### src/rtl/upconv_pkg.sv
package upconv_pkg;
  localparam int UPC_IN_W   = 12;
  localparam int UPC_OUT_W  = 12;
  localparam int UPC_ACC_W  = 32;
  localparam int UPC_SHIFT  = 10;
  localparam int UPC_M      = 25;
  localparam int UPC_A1_MUL = 1204;
  localparam int UPC_A2_MUL = 1023;
endpackage

### src/rtl/upconv_preeq.sv
module upconv_preeq #(
  parameter int IN_W   = 12,
  parameter int ACC_W  = 32,
  parameter int SHIFT  = 10,
  parameter int B2_MUL = 999
) (
  input  logic                    clk,
  input  logic                    rst_n,
  input  logic                    load,
  input  logic signed [IN_W-1:0]  din,
  output logic signed [ACC_W-1:0] eq
);
  localparam int MW = ACC_W + 16;

  logic signed [IN_W-1:0] d1, d2;
  logic signed [MW-1:0]   prod;

  always_ff @(posedge clk or negedge rst_n) begin
    if (!rst_n) begin
      d1 <= '0;
      d2 <= '0;
    end else if (load) begin
      d1 <= din;
      d2 <= d1;
    end
  end

  always_comb begin
    prod = MW'(d2) * MW'(B2_MUL);
    eq   = ACC_W'(din) + ACC_W'(prod >>> SHIFT);
  end

  // two-sample history only moves on a taken sample
  p_hist_r4: assert property (@(posedge clk) disable iff (!rst_n)
    !load |=> $stable(d2));
endmodule

### src/rtl/upconv_resonator.sv
module upconv_resonator #(
  parameter int ACC_W  = 32,
  parameter int SHIFT  = 10,
  parameter int A1_MUL = 1204,
  parameter int A2_MUL = 1023
) (
  input  logic                    clk,
  input  logic                    rst_n,
  input  logic                    step,
  input  logic signed [ACC_W-1:0] x,
  output logic signed [ACC_W-1:0] y
);
  localparam int MW = ACC_W + 16;

  logic signed [ACC_W-1:0] y1, y2;
  logic signed [MW-1:0]    p1, p2;

  always_comb begin
    p1 = MW'(y1) * MW'(A1_MUL);
    p2 = MW'(y2) * MW'(A2_MUL);
    y  = x - ACC_W'(p1 >>> SHIFT) - ACC_W'(p2 >>> SHIFT);
  end

  always_ff @(posedge clk or negedge rst_n) begin
    if (!rst_n) begin
      y1 <= '0;
      y2 <= '0;
    end else if (step) begin
      y1 <= y;
      y2 <= y1;
    end
  end

  // a silent resonator fed with zero stays silent
  p_quiet_r5: assert property (@(posedge clk) disable iff (!rst_n)
    (step && x == '0 && y1 == '0 && y2 == '0) |=> (y1 == '0 && y2 == '0));
  // state frozen while no slot is produced
  p_frozen_r7: assert property (@(posedge clk) disable iff (!rst_n)
    !step |=> ($stable(y1) && $stable(y2)));
endmodule

### src/rtl/upconv_phase.sv
module upconv_phase #(
  parameter int M = 25
) (
  input  logic clk,
  input  logic rst_n,
  input  logic step,
  output logic at_start
);
  localparam int PW = (M > 1) ? $clog2(M) : 1;
  localparam logic [PW-1:0] LAST = PW'(M - 1);

  logic [PW-1:0] phase;

  always_ff @(posedge clk or negedge rst_n) begin
    if (!rst_n)          phase <= '0;
    else if (step)       phase <= (phase == LAST) ? '0 : phase + 1'b1;
  end

  assign at_start = (phase == '0);

  generate
    if (M > 1) begin : g_gap
      // the slot after a data slot is a zero slot
      p_zero_slot_r3: assert property (@(posedge clk) disable iff (!rst_n)
        (step && at_start) |=> !at_start);
    end
  endgenerate
endmodule

### src/rtl/upconv_if.sv
module upconv_if
  import upconv_pkg::*;
#(
  parameter int IN_W   = UPC_IN_W,
  parameter int OUT_W  = UPC_OUT_W,
  parameter int ACC_W  = UPC_ACC_W,
  parameter int SHIFT  = UPC_SHIFT,
  parameter int M      = UPC_M,
  parameter int A1_MUL = UPC_A1_MUL,
  parameter int A2_MUL = UPC_A2_MUL
) (
  input  logic                   clk,
  input  logic                   rst_n,
  input  logic                   in_valid,
  output logic                   in_ready,
  input  logic signed [IN_W-1:0] in_data,
  output logic                   out_valid,
  input  logic                   out_ready,
  output logic [OUT_W-1:0]       out_code
);
  localparam int ONE    = 1 << SHIFT;
  localparam int B2_MUL = ONE - M * (ONE - A2_MUL);
  localparam logic signed [ACC_W:0] MID  = (ACC_W+1)'(1 << (OUT_W - 1));
  localparam logic signed [ACC_W:0] FULL = (ACC_W+1)'((1 << OUT_W) - 1);

  logic                    adv, at_start, step, take;
  logic signed [ACC_W-1:0] eq, x, y;
  logic signed [ACC_W:0]   biased;
  logic [OUT_W-1:0]        code;

  assign adv      = !out_valid || out_ready;
  assign in_ready = adv && at_start;
  assign take     = in_valid && in_ready;
  assign step     = adv && (!at_start || in_valid);
  assign x        = at_start ? eq : '0;

  upconv_phase #(.M(M)) phase_i (
    .clk(clk), .rst_n(rst_n), .step(step), .at_start(at_start));

  upconv_preeq #(.IN_W(IN_W), .ACC_W(ACC_W), .SHIFT(SHIFT), .B2_MUL(B2_MUL)) preeq_i (
    .clk(clk), .rst_n(rst_n), .load(take), .din(in_data), .eq(eq));

  upconv_resonator #(.ACC_W(ACC_W), .SHIFT(SHIFT), .A1_MUL(A1_MUL), .A2_MUL(A2_MUL)) reso_i (
    .clk(clk), .rst_n(rst_n), .step(step), .x(x), .y(y));

  always_comb begin
    biased = (ACC_W+1)'(y) + MID;
    if (biased < 0)         code = '0;
    else if (biased > FULL) code = '1;
    else                    code = biased[OUT_W-1:0];
  end

  always_ff @(posedge clk or negedge rst_n) begin
    if (!rst_n) begin
      out_valid <= 1'b0;
      out_code  <= '0;
    end else if (step) begin
      out_valid <= 1'b1;
      out_code  <= code;
    end else if (out_ready) begin
      out_valid <= 1'b0;
    end
  end

  p_hold_r7: assert property (@(posedge clk) disable iff (!rst_n)
    (out_valid && !out_ready) |=> (out_valid && $stable(out_code)));
  p_accept_out_r3: assert property (@(posedge clk) disable iff (!rst_n)
    take |=> out_valid);
  p_ready_drop_r2: assert property (@(posedge clk) disable iff (!rst_n)
    take |=> !in_ready);
endmodule

### config.mk
export PLATFORM = sky130hd
export DESIGN_NAME = upconv_if
export DESIGN_NICKNAME = d
export VERILOG_FILES = /design/src/rtl/upconv_pkg.sv /design/src/rtl/upconv_preeq.sv /design/src/rtl/upconv_resonator.sv /design/src/rtl/upconv_phase.sv /design/src/rtl/upconv_if.sv
export SDC_FILE = /design/constraint.sdc
export NUM_CORES = 1
export LEC_CHECK = 0
export BUFFER_PORTS_ARGS = -buffer_cell sky130_fd_sc_hd__buf_4
export CORE_ASPECT_RATIO = 0.7
export CORE_UTILIZATION = 46
export DETAILED_ROUTE_END_ITERATION = 16
export PLACE_DENSITY = 0.71
export SYNTH_ARGS = -nofsm -noshare
export SYNTH_HDL_FRONTEND = slang
export SYNTH_HIERARCHICAL = 1
export SYNTH_SLANG_ARGS = --single-unit
export TNS_END_PERCENT = 30
### constraint.sdc
create_clock -name clk -period 10.3 [get_ports clk]
set_input_delay 2.575 -clock clk [delete_from_list [all_inputs] [get_ports clk]]
set_output_delay 2.575 -clock clk [all_outputs]
set_load 0.005 [all_outputs]
==> key figures, run 1 <==
Timing
  • Final hold viol count: 0
  • Final setup viols: 0
  • Slew headroom: 44.9%
  • RSZ-0062 raised after global routing: true
  • Highest clock rate: between 90 and 100 MHz
  • Setup TNS Final: 0 ns
  • Pins over their slew limit: 0
  • Fin Clk Skew: 0.0186 ns
  • Final Cycle Share: 97.4%
  • Post-layout minimum cycle time: around 10 ns
  • Slew of the pin with the lowest slew margin: 0.827 ns

Yosys
  • Synthesized netlist cell count: 2580
  • Ranking of synthesized cells by area: fa_1 30%, ha_1 20%, dfrtp_1 11%
  • Yosys cell types: 83
  • Share of the synthesized area in the top cell type: between 30% and 40%
  • Warnings from Yosys: 6
  • Asr flop ratio synth: 100%
  • Synth Flop Type: dfrtp_1
  • Leading area contributor after synthesis: fa_1
  • Register area share after synthesis: 10.9%
  • EDFF count, synth: 0
  • Syn Nets: 3360
  • Number of synthesized register bits: 106
  • Syn Std Cell Area: 24400 um^2
  • Synth Area per Inst: 9.45 um^2

Critical path
  • Most numerous cell on the critical path: fa_1
  • Data required time of the worst path: approximately 11 ns
  • Max FO, Critical Path: 6
  • CP endpoint kind: flip-flop
  • Top cell family by delay on the critical path: adder cells
  • Arrival time at the worst endpoint: between 10 and 15 ns
  • Crit-path slowest cell: fa_1
  • Crit path launch type: flip-flop
  • Setup CP Type: reg2reg
  • Crit path buffers/inverters: 8
  • Largest stage delay, worst path: 0.55 ns

Place
  • Hpwl dp: roughly 49 mm
  • Routability cong.: 0.919
  • Port bufs: 29

Drt
  • Remaining antenna violation count: 0
  • DRC: 0
  • DR vias: 17728
  • First-pass iteration count of the detailed router: 5
  • DR WL/cell: 17.6 um
  • Via-to-Cell Ratio: 5.29
  • Drt total wl: 58.9 mm
  • DR iter-0 viols: 1187

Clock network
  • Clk_lat worst skew: about 0.40 ns
  • TritonCTS clock tree: yes
  • Htree depth: 3
  • Cts-stage hold buffer count: 0
  • CTS buffer count: 9
  • Max clock buf depth: 2
  • Reg clk slew, reported paths: approximately 0.09 ns
  • Clock root buffer: clkbuf_16
  • Clock sink total: 106

GRT
  • Total GRT Usage: 22.4%
  • Largest net degree at the start of global routing: 79
  • Remaining Overflow, GRT: 0
  • Initial antenna violation count: 0
  • Vias in the first global route: 18237
  • First-pass GRT wire length: 96.0 mm

Die
  • Initial Util: 46.6%
  • Row cnt: 70
  • Die H: 195 um
  • Core ar.: roughly 52000 um^2
  • Die area: 53900 um^2
  • IO Count: 30
  • DIE WIDTH: 277 um

Finish
  • Layout cell share with drive strength beyond 1: 12.3%
  • Area Overhead vs Synth: 10.5%
  • Fin nets: around 3400
  • N_diodes: 0

Run status
  • Status: complete, no violations

Run
  • Max-cap viol count: 0

Worst hold path
  • Hold Path Class: reg2reg
[cell type report]
cell class | count | area (um^2)
repair buffers | 122 | 952
flip-flops and latches | 106 | 2660
multi-input cells | 1801 | 19800
clock inverters | 7 | 86.3
clock buffers | 9 | 225
well taps | 684 | 856
inverters | 624 | 2350
fillers | 4676 | 25300
[layout by cell type, fill, tap and decap left out, types with 24 or more instances in the layout]
cell,n
buf_4,117
a21o_1,51
ha_1,368
mux2_2,40
fa_1,368
xor2_1,63
and2_1,37
xnor2_1,109
inv_1,609
o21ai_0,93
nand3_1,24
dfrtp_1,101
nor2_1,92
a21oi_1,69
nand2_1,118
[state kept, by name, summed over array words and instances (netlist names)]
signal         flops
reso_i/y2         32
reso_i/y1         32
out_valid          1
preeq_i/d2        12
preeq_i/d1        12
phase_i/phase      5
out_code          12
[Yosys cell counts, types with 11 or more instances]
cell      instances
o211ai_1         11
nor2_1           96
nor2b_1          14
fa_1            370
mux2_2           40
nor3_1           18
o221a_1          11
xnor2_1         118
nand2b_1         23
clkbuf_1         26
nand3_1          26
dfrtp_1         106
a31oi_1          11
o21a_1           18
a21oi_1          92
o21ai_0          99
inv_1           624
ha_1            394
a21o_1           51
buf_4            19
nand4_1          23
nand2_1         119
and2_1           41
o21ai_1          15
xor2_1           65
[worst register-to-register path, delay by kind of cell, from the launching register on]
family,cells,cell delay (ns)
buffers and inverters,8,0.97
adder cells (fa/ha/maj),9,3.79
flip-flops,1,0.35
AO/OA/AOI/OAI,12,2.49
AND/OR/NAND/NOR,11,1.64
XOR/XNOR,3,0.68
[path summary, 6_finish.rpt]
kind / start / endpoint / slack [ns] / cells after the start
max: preeq_i/d2[3]$_DFFE_PN0P_ / out_code[0]$_DFFE_PN0P_ / 0.27 / 43
min: preeq_i/d1[4]$_DFFE_PN0P_ / preeq_i/d2[4]$_DFFE_PN0P_ / 0.49 / 2
min in group asynchronous: rst_n / preeq_i/d2[2]$_DFFE_PN0P_ / 2.23 / 1
max reg2reg: preeq_i/d2[3]$_DFFE_PN0P_ / out_code[0]$_DFFE_PN0P_ / 0.27 / 43
min reg2reg: preeq_i/d1[4]$_DFFE_PN0P_ / preeq_i/d2[4]$_DFFE_PN0P_ / 0.49 / 2
max in group asynchronous: rst_n / reso_i/y2[5]$_DFFE_PN0P_ / 6.75 / 2
[per-stage QoR]
| step | utilization, % | worst slack, ns | hold WS, ns | instance area (um^2) | std cells |
|---|---|---|---|---|---|
| finish | 51.5 | 0.271 | 0.488 | 26900 | 3353 |
| global route | 51.5 | -0.109 | 0.519 | 26900 | 3353 |
| CTS | 49.7 | 0.0265 | 0.494 | 26000 | 3319 |
| detailed placement | 49.1 | -0.0395 | 0.473 | 25600 | 3302 |
| global placement | 49.1 | 0.127 | 0.471 | 25600 | 3302 |
| floorplan | - | 0.151 | 0.446 | 24400 | 2580 |
[per-layer routing]
metal | share of wire [%] | wire length (um) | vias to the layer above | global-route usage, %
met5 | 0 | 0 | - | 0
met4 | 1.1 | 647 | 0 | 3.62
met3 | 5.7 | 3330 | 48 | 3.19
met2 | 43 | 25000 | 440 | 33.2
met1 | 51 | 29800 | 8832 | 34.8
li1 | - | - | 8408 | -
[cell families (layout without fill, tap and decap cells)]
family,count (synthesis),in the layout,synth area share [%]
compound gates,395,395,10.5
buf+inv,673,762,10.7
flops,106,106,10.9
simple gates,409,409,8.38
fa+ha+maj,769,769,50.8
xor+xnor,184,184,6.67
mux,44,44,2.03
[timing repair]
action | in CTS | in global routing
buffers inserted | 1 | 33
gates resized for setup | 3 | 143
hold endpoints to repair | 0 | 0
endpoints found under the setup margin | 12 | 12
pin swaps | 1 | 61
cloned | 0 | 1
Power of run 1 is left out: the tool's default activity adds up to more than one toggle a clock period on the data nets, which glitch-free logic cannot reach.
==> run 2, diff against run 1 <==
- ABC_AREA: not set -> 1
- PLACE_DENSITY: 0.71 -> 0.7
==> run 2 against run 1 <==
Sequential cell count did not move. Cell area rose by 8.1%. Synthesized cell count rose by 36%. Worst hold slack got worse by 0.0035 ns. Critical path depth rose by 6. Setup slack improved by 0.44 ns. Via count rose by 25%. Critical endpoint is now out_code[8]$_DFFE_PN0P_. First-iteration DRC count rose by 56%. Clock skew fell by 0.00084 ns. Utilization fell by 1.9 points. Highest routed layer is now met5. Register-to-register slack improved by 0.44 ns. Area after synthesis rose by 13%.
==> key figures, run 2 <==
Drt
  • Drt total wl: 74.3 mm
  • Via-to-Cell Ratio: 5.08
  • DR vias: ~22000
  • DR WL/cell: 17.1 um
  • DR iter-0 viols: between 1500 and 2000
  • First-pass iteration count of the detailed router: 6
  • Remaining antenna violation count: 0
  • DRC: 0

Die
  • Die area: 60800 um^2
  • IO Count: 30
  • DIE WIDTH: just under 300 um
  • Row cnt: 74
  • Initial Util: 46.8%
  • Core ar.: between 50000 and 60000 um^2
  • Die H: 207 um

GRT
  • Remaining Overflow, GRT: 0
  • Most used routing layer: met1
  • Total GRT Usage: 25.6%
  • GR met2 Demand/Resource: between 30% and 40%
  • Grt met1 use: 39.1%
  • Largest net degree at the start of global routing: around 70
  • Initial antenna violation count: 1
  • Vias in the first global route: about 22000
  • First-pass GRT wire length: 120 mm
  • Grt met3 use: approximately 8.1%

Finish
  • Filler Cell Count: 5864
  • Area Overhead vs Synth: 5.90%
  • Commonest cells after routing, fill and taps aside: 859 x inv_1, 655 x nand2_1, 389 x ha_1
  • Layout cell share with drive strength beyond 1: under 10%
  • Regs by FF count: reso_i/y1 (32), reso_i/y2 (32)
  • N_diodes: 0
  • Reg area: 2660 um^2
  • Fin nets: 4322
  • Final cell count without fillers: about 4300
  • Commonest non-fill, non-tap cell in the layout: inv_1
  • Area of the multi-input gates: ~21000 um^2

Timing
  • Slew of the pin with the lowest slew margin: 0.949 ns
  • Final hold viol count: 0
  • Highest clock rate: about 100 MHz
  • Final Cycle Share: just over 90%
  • Final setup viols: 0
  • Setup TNS Final: 0 ns
  • Post-layout minimum cycle time: 9.59 ns
  • Pins over their slew limit: 0
  • Fin Clk Skew: 0.0178 ns
  • Slew headroom: 36.7%

Yosys
  • Syn Nets: approximately 4300
  • Warnings from Yosys: 6
  • Share of the synthesized area in the top cell type: 26.9%
  • Largest family of logic cells by synthesized area: adder cells
  • Post-synthesis simple-gate area fraction: 17.5%
  • Asr flop ratio synth: 100%
  • Post-Synth Adder-Cell Area: 45.0%
  • Synth Area in XOR/XNOR: 5.72%
  • Post-synthesis mux area share: 0.409%
  • Compound-Gate Fraction of Synth Area: 8.59%
  • Count leader, synth: inv_1
  • Number of synthesized register bits: 106
  • Syn Std Cell Area: 27500 um^2
  • Ranking of synthesized cells by area: fa_1 27%, ha_1 18%, inv_1 12%
  • EDFF count, synth: 0
  • Synth Area per Inst: 7.82 um^2
  • Leading area contributor after synthesis: fa_1
  • Yosys cell types: 68
  • Commonest cells in the synthesized netlist: 863 x inv_1, 657 x nand2_1, 394 x ha_1
  • Synthesized netlist cell count: roughly 3500
  • Synth Flop Type: dfrtp_1
  • Register area share after synthesis: between 9 and 10%

Place
  • Placed cells: 4312
  • Hpwl dp: 63.7 mm
  • Routability cong.: 0.983
  • Port bufs: 29

Run
  • Max-cap viol count: 0

Clock network
  • TritonCTS clock tree: yes
  • Cts-stage hold buffer count: 0
  • Htree depth: 3
  • CTS buffer count: 9
  • Clock sink total: 106
  • Reg clk slew, reported paths: 0.08 ns
  • Max clock buf depth: 2
  • Clock root buffer: clkbuf_16
  • Clk_lat worst skew: 0.43 ns

Critical path
  • Arrival time at the worst endpoint: 9.90 ns
  • Max FO, Critical Path: 12
  • Most numerous cell on the critical path: nand2_1
  • Crit path buffers/inverters: 10
  • Crit-path slowest cell: fa_1
  • Largest stage delay, worst path: 0.54 ns
  • Setup CP Type: reg2reg
  • Data required time of the worst path: 10.61 ns
  • CP endpoint kind: flip-flop
  • Top cell family by delay on the critical path: adder cells
  • Crit path launch type: flip-flop

Run status
  • Status: complete, no violations

Worst hold path
  • Hold Path Class: reg2reg
==> run 2: area by class of cell <==
cell class,instances,share of cell area (%)
inverter,877,11.4
clock inverter,6,0.211
timing repair buffer,61,1.62
tap,798,3.43
clock buffer,10,0.786
multi-input combinational,2487,73.5
sequential,106,9.13
==> run 2: metrics by stage <==
stage               worst slack [ns]  hold slack, ns  utilization, %  area [um^2]
floorplan                      0.882           0.446               -        27500
CTS                            0.209           0.490            49.1        28800
detailed placement             0.267           0.467            48.6        28500
global route                 -0.0512           0.509            49.6        29100
finish                         0.706           0.484            49.6        29100
global placement               0.298           0.460            48.6        28500
==> run 2: worst paths after layout <==
check / cells past startpoint / slack [ns] / startpoint / endpoint
max: 49 / 0.71 / preeq_i/d2[10]$_DFFE_PN0P_ / out_code[8]$_DFFE_PN0P_
min: 2 / 0.48 / out_code[1]$_DFFE_PN0P_ / out_code[1]$_DFFE_PN0P_
max reg2reg: 49 / 0.71 / preeq_i/d2[10]$_DFFE_PN0P_ / out_code[8]$_DFFE_PN0P_
min reg2reg: 2 / 0.48 / out_code[1]$_DFFE_PN0P_ / out_code[1]$_DFFE_PN0P_
max in group asynchronous: 2 / 6.71 / rst_n / reso_i/y2[25]$_DFFE_PN0P_
min in group asynchronous: 1 / 2.29 / rst_n / preeq_i/d2[4]$_DFFE_PN0P_
==> run 2: timing repair <==
action / in CTS / in global routing
resized for setup: 0 / 35
setup buffers: 0 / 17
endpoints found under the hold margin: 0 / 0
endpoints found under the setup margin: 0 / 12
==> run 2: cell families after synthesis <==
family	count (synthesis)
flops	106
compound gates	399
simple gates	1132
buf+inv	924
xor+xnor	177
fa+ha+maj	769
mux	10
==> run 2: worst reg2reg max path: cells and delay by family, from the launching register on <==
kind	cells	cell delay [ns]
flops	1	0.45
xor+xnor	3	0.61
compound gates	3	0.50
simple gates	24	2.88
buf+inv	10	0.85
fa+ha+maj	9	4.14
==> run 2: metal layers <==
metal  share of wire [%]  up-vias  wire length [um]
li1                    -    10780                 -
met1                  51    10651             38000
met2                  39      619             28600
met3                 9.5       36              7060
met4                0.68        2               504
met5               0.074        -                55
Power of run 2 is left out for the same reason.
